===== src/rtl/flash_guard_pkg.sv =====
package flash_guard_pkg;
    typedef enum logic [1:0] {OP_FETCH = 2'd0, OP_READ = 2'd1, OP_PROG = 2'd2, OP_ERASE = 2'd3} op_e;
    typedef enum logic [1:0] {SRC_CPU = 2'd0, SRC_DMA = 2'd1, SRC_DBG = 2'd2, SRC_OTHER = 2'd3} src_e;
    typedef enum logic [1:0] {BOOT_FLASH = 2'd0, BOOT_SRAM = 2'd1, BOOT_LOADER = 2'd2, BOOT_OTHER = 2'd3} boot_e;
    typedef enum logic [1:0] {LVL_OPEN = 2'd0, LVL_GUARD = 2'd1, LVL_LOCK = 2'd2, LVL_ALIAS = 2'd3} lvl_e;
endpackage


===== src/rtl/flash_guard_span.sv =====
module flash_guard_span #(
    parameter int W = 8
) (
    input  logic [W-1:0] idx,
    input  logic [W-1:0] lo,
    input  logic [W-1:0] hi,
    output logic         hit
);
    // an inverted span (hi < lo) covers nothing
    assign hit = (lo <= hi) && (idx >= lo) && (idx <= hi);
endmodule


===== src/rtl/flash_guard_policy.sv =====
module flash_guard_policy
    import flash_guard_pkg::*;
#(
    parameter int PAGE_W    = 8,
    parameter int NUM_AREAS = 2,
    localparam int WP_W     = PAGE_W - 1
) (
    input  op_e                                op,
    input  src_e                               src,
    input  logic [PAGE_W-1:0]                  page,
    input  boot_e                              boot,
    input  logic                               dbg,
    input  lvl_e                               lvl,
    input  logic [NUM_AREAS-1:0][WP_W-1:0]     wp_lo,
    input  logic [NUM_AREAS-1:0][WP_W-1:0]     wp_hi,
    input  logic [NUM_AREAS-1:0][PAGE_W-1:0]   xo_lo,
    input  logic [NUM_AREAS-1:0][PAGE_W-1:0]   xo_hi,
    input  logic [PAGE_W-1:0]                  rsv_lo,
    input  logic [PAGE_W-1:0]                  rsv_hi,
    output logic                               ok
);
    logic [NUM_AREAS-1:0] wp_hit;
    logic [NUM_AREAS-1:0] xo_hit;
    logic                 rsv_hit;
    logic [WP_W-1:0]      wp_idx;

    assign wp_idx = page[PAGE_W-1:1];

    for (genvar i = 0; i < NUM_AREAS; i++) begin : g_area
        flash_guard_span #(.W(WP_W)) u_wp (
            .idx(wp_idx), .lo(wp_lo[i]), .hi(wp_hi[i]), .hit(wp_hit[i]));
        flash_guard_span #(.W(PAGE_W)) u_xo (
            .idx(page), .lo(xo_lo[i]), .hi(xo_hi[i]), .hit(xo_hit[i]));
    end

    flash_guard_span #(.W(PAGE_W)) u_rsv (
        .idx(page), .lo(rsv_lo), .hi(rsv_hi), .hit(rsv_hit));

    always_comb begin
        ok = 1'b1;
        if (rsv_hit) ok = 1'b0;
        case (lvl)
            LVL_OPEN: ;
            LVL_LOCK: if (src == SRC_DBG) ok = 1'b0;
            default:  if (dbg || boot != BOOT_FLASH || src == SRC_DBG) ok = 1'b0;
        endcase
        if (|xo_hit && !(op == OP_FETCH && src == SRC_CPU)) ok = 1'b0;
        if (|wp_hit && (op == OP_PROG || op == OP_ERASE)) ok = 1'b0;
    end
endmodule


===== src/rtl/flash_guard_level.sv =====
module flash_guard_level
    import flash_guard_pkg::*;
(
    input  logic       clk,
    input  logic       rst_n,
    input  logic       chg_valid,
    input  logic [1:0] chg_code,
    input  logic       xo_wipe,
    input  logic       clr,
    output lvl_e       lvl,
    output logic       lvl_err,
    output logic       erase,
    output logic       erase_xo
);
    typedef struct packed {
        lvl_e lvl;
        logic err;
        logic er;
        logic erx;
    } lstate_t;

    lstate_t s_d, s_q;
    lvl_e    tgt;

    always_comb begin
        s_d     = s_q;
        s_d.er  = 1'b0;
        s_d.erx = 1'b0;
        tgt     = (chg_code == 2'd3) ? LVL_GUARD : lvl_e'(chg_code);
        if (clr) s_d.err = 1'b0;
        if (chg_valid) begin
            if (s_q.lvl == LVL_LOCK) begin
                if (tgt != LVL_LOCK) s_d.err = 1'b1;
            end else begin
                s_d.lvl = tgt;
                if (s_q.lvl == LVL_GUARD && tgt == LVL_OPEN) begin
                    s_d.er  = 1'b1;
                    s_d.erx = xo_wipe;
                end
            end
        end
    end

    always_ff @(posedge clk or negedge rst_n) begin
        if (!rst_n) s_q <= '{lvl: LVL_OPEN, err: 1'b0, er: 1'b0, erx: 1'b0};
        else        s_q <= s_d;
    end

    assign lvl      = s_q.lvl;
    assign lvl_err  = s_q.err;
    assign erase    = s_q.er;
    assign erase_xo = s_q.erx;


    lock_hold_chk: assert property (@(posedge clk) disable iff (!rst_n)
        (lvl == LVL_LOCK) |=> (lvl == LVL_LOCK));

    erase_drop_chk: assert property (@(posedge clk) disable iff (!rst_n)
        erase |-> (lvl == LVL_OPEN && $past(lvl) == LVL_GUARD));

    erase_xo_chk: assert property (@(posedge clk) disable iff (!rst_n)
        erase_xo |-> erase);
endmodule


===== src/rtl/flash_guard.sv =====
module flash_guard
    import flash_guard_pkg::*;
#(
    parameter int PAGE_W    = 8,
    parameter int NUM_AREAS = 2,
    localparam int WP_W     = PAGE_W - 1
) (
    input  logic                               clk,
    input  logic                               rst_n,
    input  logic                               req_valid,
    input  logic [1:0]                         req_kind,
    input  logic [1:0]                         req_src,
    input  logic [PAGE_W-1:0]                  req_page,
    input  logic [1:0]                         boot_sel,
    input  logic                               dbg_attached,
    input  logic [NUM_AREAS-1:0][WP_W-1:0]     wp_lo,
    input  logic [NUM_AREAS-1:0][WP_W-1:0]     wp_hi,
    input  logic [NUM_AREAS-1:0][PAGE_W-1:0]   xo_lo,
    input  logic [NUM_AREAS-1:0][PAGE_W-1:0]   xo_hi,
    input  logic [PAGE_W-1:0]                  rsv_lo,
    input  logic [PAGE_W-1:0]                  rsv_hi,
    input  logic                               xo_wipe,
    input  logic                               lvl_chg_valid,
    input  logic [1:0]                         lvl_chg_code,
    input  logic [1:0]                         err_clr,
    output logic                               grant,
    output logic                               deny,
    output logic                               acc_err,
    output logic [1:0]                         acc_err_kind,
    output logic                               lvl_err,
    output logic [1:0]                         level,
    output logic                               mass_erase,
    output logic                               mass_erase_xo
);
    typedef struct packed {
        logic       grant;
        logic       deny;
        logic       err;
        logic [1:0] kind;
    } astate_t;

    astate_t s_d, s_q;
    lvl_e    cur_lvl;
    logic    ok;

    flash_guard_level u_level (
        .clk(clk), .rst_n(rst_n), .chg_valid(lvl_chg_valid), .chg_code(lvl_chg_code),
        .xo_wipe(xo_wipe), .clr(err_clr[1]), .lvl(cur_lvl), .lvl_err(lvl_err),
        .erase(mass_erase), .erase_xo(mass_erase_xo));

    flash_guard_policy #(.PAGE_W(PAGE_W), .NUM_AREAS(NUM_AREAS)) u_policy (
        .op(op_e'(req_kind)), .src(src_e'(req_src)), .page(req_page),
        .boot(boot_e'(boot_sel)), .dbg(dbg_attached), .lvl(cur_lvl),
        .wp_lo(wp_lo), .wp_hi(wp_hi), .xo_lo(xo_lo), .xo_hi(xo_hi),
        .rsv_lo(rsv_lo), .rsv_hi(rsv_hi), .ok(ok));

    always_comb begin
        s_d       = s_q;
        s_d.grant = req_valid && ok;
        s_d.deny  = req_valid && !ok;
        if (err_clr[0]) s_d.err = 1'b0;
        if (req_valid && !ok) begin
            s_d.err  = 1'b1;
            s_d.kind = req_kind;
        end
    end

    always_ff @(posedge clk or negedge rst_n) begin
        if (!rst_n) s_q <= '0;
        else        s_q <= s_d;
    end

    assign grant        = s_q.grant;
    assign deny         = s_q.deny;
    assign acc_err      = s_q.err;
    assign acc_err_kind = s_q.kind;
    assign level        = cur_lvl;


    one_answer_chk: assert property (@(posedge clk) disable iff (!rst_n)
        req_valid |=> (grant ^ deny));

    idle_quiet_chk: assert property (@(posedge clk) disable iff (!rst_n)
        !req_valid |=> (!grant && !deny));

    sticky_err_chk: assert property (@(posedge clk) disable iff (!rst_n)
        deny |-> acc_err);

    rsv_block_chk: assert property (@(posedge clk) disable iff (!rst_n)
        (req_valid && rsv_lo <= rsv_hi && req_page >= rsv_lo && req_page <= rsv_hi) |=> !grant);
endmodule


===== config.mk =====
export PLATFORM = sky130hd
export DESIGN_NAME = flash_guard
export DESIGN_NICKNAME = d
export VERILOG_FILES = /design/src/rtl/flash_guard_pkg.sv /design/src/rtl/flash_guard_span.sv /design/src/rtl/flash_guard_policy.sv /design/src/rtl/flash_guard_level.sv /design/src/rtl/flash_guard.sv
export SDC_FILE = /design/constraint.sdc
export NUM_CORES = 1
export LEC_CHECK = 0
export BUFFER_PORTS_ARGS = -buffer_cell sky130_fd_sc_hd__buf_2
export CORE_ASPECT_RATIO = 1.1
export CORE_MARGIN = 2
export CORE_UTILIZATION = 52
export DETAILED_ROUTE_END_ITERATION = 6
export PLACE_DENSITY_LB_ADDON = 0.3
export SLEW_MARGIN = 30
export SYNTH_ARGS = -nofsm -noshare
export SYNTH_HDL_FRONTEND = slang
export SYNTH_SLANG_ARGS = --single-unit

===== constraint.sdc =====
create_clock -name clk -period 1.7 [get_ports clk]
set_clock_uncertainty 0.05 [all_clocks]
set_input_delay 0.255 -clock clk [delete_from_list [all_inputs] [get_ports clk]]
set_output_delay 0.255 -clock clk [all_outputs]
set_load 0.005 [all_outputs]

==> results of run 1 <==
## timing repair
item / CTS / global route
endpoints found under the setup margin: 5 / 5
endpoints found under the hold margin: 10 / 0
resized for setup: 19 / 36
setup buffers: 1 / 2
pin swaps: 13 / 20
hold buffers: 1 / 0
## per-stage QoR
step,total power [mW],util [%]
after floorplan,0.858,-
after detailed placement,1.30,70.7
final,1.70,76.6
after global placement,1.25,70.7
after global routing,1.85,76.6
after CTS,1.61,73.2
## final cells by class
| type | count | share of cell area [%] |
|---|---|---|
| Clock buffer | 3 | 0.934 |
| Tap cell | 77 | 2.18 |
| Multi-Input combinational cell | 290 | 63.3 |
| Sequential cell | 10 | 5.66 |
| Timing Repair Buffer | 153 | 20.8 |
| Inverter | 82 | 7.11 |
## cells by family (layout without fill, tap and decap cells)
family	Yosys count	in the layout	share of synthesized area, %
fa+ha+maj	114	114	46.1
mux	2	2	0.728
simple gates	70	70	12.3
compound gates	104	104	22.8
buf+inv	82	238	9.96
flops	10	10	8.09
## power breakdown
part           internal, mW  switching, mW  leakage, nW  total, mW
clock network         0.154         0.0823       0.0216      0.236
registers             0.280         0.0303        0.126      0.310
logic                 0.579          0.570         2.35       1.15
total                  1.01          0.683         2.49       1.70
## layout by cell type (no fill, tap or decap), types with 4 or more instances in the layout
cell | synthesis | final
dfrtp_1 | 10 | 10
a211oi_1 | 8 | 5
nor2b_1 | 9 | 9
o21ai_0 | 11 | 9
a21oi_1 | 34 | 31
ha_1 | 114 | 102
o211ai_1 | 6 | 6
nand3_1 | 7 | 7
ha_4 | 0 | 12
nand4_1 | 15 | 15
buf_6 | 0 | 5
inv_1 | 82 | 74
nor2_1 | 14 | 14
inv_2 | 0 | 6
o21ai_1 | 4 | 4
a21o_1 | 13 | 13
buf_4 | 0 | 46
o2111ai_1 | 5 | 4
nand2b_1 | 5 | 4
buf_2 | 0 | 100
nand2_1 | 8 | 7
## worst max-delay path by stage
stage | startpoint | endpoint | slack [ns] | cells after the start
2_1_floorplan | req_page[0] | acc_err_kind[0] | -0.52 | 10
3_3_place_gp | req_page[0] | acc_err_kind[0] | -0.78 | 12
3_5_place_dp | req_page[0] | acc_err_kind[1] | -0.88 | 11
4_1_cts | req_page[0] | acc_err_kind[1] | -0.53 | 11
5_1_grt | req_page[5] | acc_err_kind[1] | -0.68 | 9
6_report | req_page[2] | acc_err_kind[0] | -0.65 | 9
## metal layers
metal  global-route usage [%]  wire (µm)
met1                     28.5       3660
met2                     53.5       4830
met4                     6.33        300
met3                    0.851        321
met5                        0          0
## sequential cells by signal (all words and copies together), names as in the netlist
| name | cells |
|---|---|
| acc_err_kind | 2 |
| u_level.lvl | 2 |
| acc_err | 1 |
| deny | 1 |
| grant | 1 |
| u_level.erase | 1 |
| u_level.erase_xo | 1 |
| u_level.lvl_err | 1 |
## Yosys cell counts (6+ instances only)
master / count / share of area [%]
a211oi_1: 8 / 1.9
a21o_1: 13 / 3.2
a21oi_1: 34 / 5.5
dfrtp_1: 10 / 8.1
ha_1: 114 / 46
inv_1: 82 / 10
nand2_1: 8 / 0.97
nand3_1: 7 / 1.1
nand4_1: 15 / 3.0
nor2_1: 14 / 1.7
nor2b_1: 9 / 1.8
o211ai_1: 6 / 1.5
o21ai_0: 11 / 1.8
## worst register-to-register path, cell delays in order, from the launching register on
cell	delay (ns)
dfrtp_1	0.43
o31ai_1	0.09
o21ai_0	0.12
o21ai_0	0.11
o21ai_2	0.11
o21ai_2	0.21
mux2_4	0.32
==> impl_results.md, run 1 <==
- Wire per inst: 14.8 µm
- Root Buffer: clkbuf_8
- Max clock buf depth: 2
- Core Area: 5770 µm²
- CP startpoint kind: input pin
- Top Ports: 110
- Yosys warnings: 0
- Max incr delay on CP: 0.44 ns
- Initial antenna violation count: 0
- Max cap viols: 0
- Reg2Reg Setup Slack: 0.12 ns
- Synth unique cells: 42
- Post-Place Cells: 609
- CTS tree: done
- Period utilization: 138%
- LEAKAGE: 2.49 nW
- Final instance area: 4420 µm²
- Status: finished with violations
- Die X: 77.5 µm
- WL final: 9120 µm
- Register area share after synthesis: 8.09%
- DRC errors left: 0
- Clock Sinks: 10
- Register area: 250 µm²
- R2r endpoint: acc_err_kind[0]
- End of the worst hold path: u_level.lvl_err
- H-Tree Depth: 1
- Crit-path slowest cell: a2111oi_4
- Vias in the first global route: 3394
- Detailed Routing Iterations Pass 1: 4
- Hold Path Class: input pin to flip-flop
- Mean Syn Cell Area: 8.09 µm²
- Final Max Tran Viols: 0
- Post-DP HPWL: 7440 µm
- Tightest Pin Transition: 0.448 ns
- CP Cell Sequence: clkbuf_4, ha_4, nand2_1, o31a_1, a2111oi_4, a31oi_1, a32oi_2, o21ai_2, mux2_4
- R2r startpoint: u_level.lvl[0]
- Total die area: 6580 µm²
- CTS buffer count: 3
- Highest fanout seen on the critical path: 9
- Clk slew on worst S/H paths: 0.05 ns
- Hold path cells: 2
- Worst hold margin: 0.162 ns
- Final Hold Viols: 0
- Syn_nets: 596
- Final ANT Viol Nets: 0
- Dpl ws: -0.880 ns
- Fin crit period: 2.35 ns
- Synth-to-Final Area Change: 42.9%
- Clock Latency Late Sink: 0.23 ns
- RSZ-0062 raised after global routing: yes
- Post-synthesis cell count: 382
- Hold Crit Start: err_clr[1]
- Post-Layout Cell Count: 615
- Delay-heaviest family, CP: compound AO/OA/AOI/OAI gates
- Starting Density: 53.6%
- Nets: 754
- CP bufs+invs: 1
- Yosys reg bits: 10
- # rows: 29
- Peak supply drop: 0.271 mV
- Failing checks: negative setup slack
- Reg2reg path depth: 6
- Proportion of layout cells with a drive suffix above 1: 37.4%
- Worst setup EP type: flip-flop
- Pwr/cell area: 384 nW/µm²
- DR vias: 3401
- N_diodes: 0
- Fillers: 411
- Placed Instance Area: 4080 µm²
- Crit path DAT: 2.41 ns
- Max frequency: 0.426 GHz
- Primary FF master, synth: dfrtp_1
- DRT iter0 DRCs: 94
- Slew Limit Headroom: 70.1%
- Final worst slack: -0.648 ns
- Number of port buffers: 109
- Mapped Area: 3090 µm²
- Async S/R FF share, synth: 100%
- Multi-input logic area: 2800 µm²
- Final setup fails: 5
- Number of synthesized flops with an enable pin: 0
- Largest net degree at the start of global routing: 11
- Setup CP Type: input pin to flip-flop
- Fin Setup TNS: -2.66 ns
- Data required, critical path: 1.76 ns
- Gr ovfl total: 0
- GP Congestion: 0.876
- GRT Resource Usage Total: 25.9%
- First-pass GRT wire length: 14200 µm
- DR vias/cell: 5.53
- Die H: 84.9 µm
No activity file was read; power rests on OpenSTA's default activity.
==> run 2: changes to the inputs <==
Settings changed: CORE_MARGIN 2 to unset, CTS_CLUSTER_SIZE set to 16.
==> impl_results.md, run 2 (same netlist as run 1, synthesis figures left out) <==
- RSZ-0062 raised after global routing: yes
- Root Buffer: clkbuf_8
- WL final: 9290 µm
- Failing checks: negative setup slack
- Worst setup EP type: flip-flop
- Max frequency: 0.439 GHz
- LEAKAGE: 2.53 nW
- DR vias/cell: 5.52
- Clk slew on worst S/H paths: 0.05 ns
- Worst hold margin: 0.144 ns
- GRT Resource Usage Total: 30.6%
- Max incr delay on CP: 0.33 ns
- Top Ports: 110
- Fin crit period: 2.28 ns
- Wire per inst: 15.0 µm
- Core Area: 5770 µm²
- Max cap viols: 0
- Largest net degree at the start of global routing: 11
- Delay-heaviest family, CP: compound AO/OA/AOI/OAI gates
- Tightest Pin Transition: 0.392 ns
- Hold Path Class: input pin to flip-flop
- Die H: 82.9 µm
- Proportion of layout cells with a drive suffix above 1: 36.0%
- Nets: 760
- DRC errors left: 0
- Peak supply drop: 0.286 mV
- Period utilization: 134%
- # rows: 29
- Fillers: 410
- Slew Limit Headroom: 73.7%
- CTS buffer count: 3
- Dpl ws: -0.888 ns
- Most frequent cells in the layout: 105 x ha_1, 98 x buf_2, 75 x inv_1
- Max clock buf depth: 2
- Clock Sinks: 10
- Crit-path slowest cell: nor4_4
- Gr ovfl total: 0
- Status: finished with violations
- First-pass GRT wire length: 15200 µm
- Vias in the first global route: 3667
- DRT iter0 DRCs: 91
- N_diodes: 0
- Synth-to-Final Area Change: 43.1%
- Most common cell after layout, fill and taps aside: ha_1
- CP Cell Sequence: buf_6, inv_4, ha_4, nand4_1, buf_4, o31a_1, nor4_4, a22oi_2, a32oi_2, o21ai_2, mux2_4
- Initial antenna violation count: 0
- Final worst slack: -0.579 ns
- Pwr/cell area: 389 nW/µm²
- Number of port buffers: 109
- Post-DP HPWL: 7610 µm
- Final setup fails: 5
- Final Hold Viols: 0
- Data required, critical path: 1.77 ns
- Hold Crit Start: err_clr[1]
- DR vias: 3431
- CP bufs+invs: 3
- CP startpoint kind: input pin
- GP Congestion: 0.847
- Final ANT Viol Nets: 0
- R2r startpoint: u_level.lvl[0]
- Setup CP Type: input pin to flip-flop
- Final Max Tran Viols: 0
- Highest fanout seen on the critical path: 3
- Die X: 75.5 µm
- Detailed Routing Iterations Pass 1: 4
- Post-layout util: 76.7%
- Total die area: 6260 µm²
- Clock Latency Late Sink: 0.24 ns
- Starting Density: 53.6%
- Setup crit start: xo_hi[9]
- Pwr Total: 1.72 mW
- CTS tree: done
- H-Tree Depth: 1
- Crit path DAT: 2.35 ns
## run 2: path summary, 6_finish.rpt
path / end / slack [ns] / depth (start not counted)
min in group asynchronous: u_level.lvl_err / 0.36 / 2
worst min register to register: acc_err_kind[1] / 0.48 / 1
max in group asynchronous: u_level.lvl[1] / 1.05 / 2
worst max-delay path: acc_err_kind[0] / -0.58 / 11
worst min-delay path: u_level.lvl_err / 0.14 / 2
worst max register to register: acc_err_kind[0] / 0.11 / 6
## run 2: routing by layer
layer  vias up  track usage (%)  share of wire (%)
li1       1720                -                  -
met1      1557             31.9                 39
met2       121             58.3                 54
met3        33             3.40                3.9
met4         0             13.8                3.5
met5         -                0                  0
## run 2: timing repair
action / in CTS / in global routing
hold buffers: 1 / 0
setup buffers: 7 / 3
endpoints found under the setup margin: 5 / 5
gates resized for setup: 27 / 23
endpoints found under the hold margin: 10 / 0
pin swaps: 13 / 11
## run 2: power by group
group	total (mW)	internal [mW]	leakage, nW	switching, mW
sequential	0.311	0.280	0.126	0.0310
combinational	1.16	0.596	2.38	0.564
clock	0.253	0.155	0.0216	0.0973
total	1.72	1.03	2.53	0.692
## run 2: final cells by class
type | instances | area (µm²) | area share, %
Inverter | 82 | 317 | 7.15
Sequential cell | 10 | 250 | 5.65
Clock buffer | 3 | 41.3 | 0.933
Timing Repair Buffer | 159 | 996 | 22.5
Tap cell | 77 | 96.3 | 2.18
Multi-Input combinational cell | 290 | 2730 | 61.6
## run 2: through the flow
stage | setup TNS, ns | instances | cell area (µm²)
after CTS | -2.12 | 619 | 4320
after detailed placement | -3.71 | 610 | 4090
after global placement | -3.32 | 610 | 4090
final | -2.47 | 621 | 4430
after floorplan | -1.69 | 382 | 3130
after global routing | -2.94 | 621 | 4430
==> run 3: changes to the inputs <==
Settings changed: CTS_CLUSTER_SIZE 16 to 20, PLACE_DENSITY set to 0.87, PLACE_DENSITY_LB_ADDON 0.3 to unset.
==> impl_results.md, run 3 (same netlist as run 1, synthesis figures left out) <==
- Most frequent cells in the layout: 106 x buf_2, 97 x ha_1, 74 x inv_1
- GRT met1 Usage: 32.8%
- First-pass GRT wire length: 14600 µm
- Max clock buf depth: 2
- Dpl ws: -0.860 ns
- Critical Path Sink: acc_err_kind[1]
- Fillers: 366
- Slew Limit Headroom: 74.7%
- Die H: 82.9 µm
- Vias in the first global route: 3516
- # rows: 29
- Total die area: 6260 µm²
- DR vias: 3537
- H-Tree Depth: 1
- Grt peak-use layer: met2
- N_diodes: 0
- Setup crit start: xo_hi[5]
- Final setup fails: 5
- Fin crit period: 2.39 ns
- R2r endpoint: acc_err_kind[1]
- Clock Latency Late Sink: 0.23 ns
- Synth-to-Final Area Change: 45.7%
- RSZ-0062 raised after global routing: yes
- DRT iter0 DRCs: 143
- Register area: 250 µm²
- CTS tree: done
- Final Max Tran Viols: 0
- Peak supply drop: 0.278 mV
- Wire per inst: 15.6 µm
- Most common cell after layout, fill and taps aside: buf_2
- Crit-path slowest cell: a2111oi_4
- Number of port buffers: 109
- Highest fanout seen on the critical path: 3
- Data required, critical path: 1.77 ns
- Starting Density: 53.6%
- Detailed Routing Iterations Pass 1: 4
- Failing checks: negative setup slack
- DRC errors left: 0
- Reg2Reg Setup Slack: 0.18 ns
- Core Area: 5770 µm²
- Root Buffer: clkbuf_8
- Final worst slack: -0.692 ns
- Tightest Pin Transition: 0.380 ns
- Final ANT Viol Nets: 0
- GRT Resource Usage Total: 29.5%
- Max cap viols: 0
- Clock Sinks: 10
- WL final: 9720 µm
- DR vias/cell: 5.70
- Top Ports: 110
- Reg2reg path depth: 6
- Status: finished with violations
- Setup CP Type: input pin to flip-flop
- Initial antenna violation count: 0
- Clk slew on worst S/H paths: 0.05 ns
- LEAKAGE: 2.52 nW
- Post-DP HPWL: 7500 µm
- Multi-input logic area: 2850 µm²
- CP Cell Sequence: buf_2, inv_1, ha_1, a21oi_1, o21ai_1, o21a_1, a2111oi_4, a31oi_1, a32oi_2, o21ai_2, mux2_4
- Crit path DAT: 2.46 ns
- GP Congestion: 0.901
- Nets: 759
- Die X: 75.5 µm
- Period utilization: 141%
- R2r startpoint: u_level.lvl[0]
- CTS buffer count: 3
- Met3 usage: 3.16%
- Pwr/cell area: 399 nW/µm²
- Hold Path Class: input pin to flip-flop
- Proportion of layout cells with a drive suffix above 1: 39.2%
- Met2 Use GR: 54.3%
- Worst setup EP type: flip-flop
- Final Hold Viols: 0
- CP startpoint kind: input pin
- Fin Setup TNS: -2.87 ns
- Gr ovfl total: 0
- Largest net degree at the start of global routing: 11
- Max frequency: 0.418 GHz
- Max incr delay on CP: 0.43 ns
-- run 3: cell types whose count changed in the layout (fill, tap and decap cells not counted), sizes merged --
cell	before	now
clkbuf	3	4
buf	158	157
-- run 3: layout make-up --
cell class,instances,area share [%]
Multi-Input combinational cell,290,63.3
Sequential cell,10,5.56
Tap cell,77,2.14
Timing Repair Buffer,158,20.8
Inverter,82,6.92
Clock buffer,4,1.22
-- run 3: what timing repair did --
action / CTS / global route
buffers inserted: 5 / 3
hold endpoints to repair: 10 / 0
gates resized for setup: 25 / 28
endpoints found under the setup margin: 5 / 5
hold buffers: 1 / 0
pin swaps: 18 / 15
-- run 3: per-layer routing --
layer,vias up,wire length (µm),part of all wire (%)
met5,-,0,0
met2,151,5110,53
li1,1717,-,-
met4,0,466,4.8
met3,48,391,4.0
met1,1621,3750,39
-- run 3: worst max-delay path: cells and delay by family --
kind            cells  cell delay [ns]
compound gates      7             1.46
mux                 1             0.31
fa+ha+maj           1             0.30
buf+inv             2             0.13
-- run 3: worst min-delay path by stage --
stage                          start                to  slack, ns  cells after the start
after floorplan                rst_n           acc_err      -0.09                      0
after global placement         rst_n  u_level.erase_xo       0.07                      1
after detailed placement       rst_n   u_level.lvl_err       0.08                      1
after CTS                 err_clr[0]           acc_err       0.14                      2
after global routing      err_clr[0]           acc_err       0.14                      2
final                     err_clr[0]           acc_err       0.14                      2
-- run 3: where the power goes --
| group | leakage, nW | internal [mW] | switching [mW] |
|---|---|---|---|
| Clock | 0.0288 | 0.204 | 0.0932 |
| Combinational | 2.36 | 0.597 | 0.599 |
| Sequential | 0.126 | 0.279 | 0.0241 |
| Total | 2.52 | 1.08 | 0.716 |
-- run 3: through the flow --
stage	hold slack, ns	power [mW]	cell area [µm²]	utilization [%]	cells
2_1_floorplan	-0.0906	0.858	3130	-	382
3_3_place_gp	0.0672	1.25	4090	70.8	610
3_5_place_dp	0.0769	1.31	4090	70.8	610
4_1_cts	0.137	1.69	4300	74.5	618
5_1_grt	0.140	1.95	4500	78.1	621
6_report	0.142	1.80	4500	78.1	621
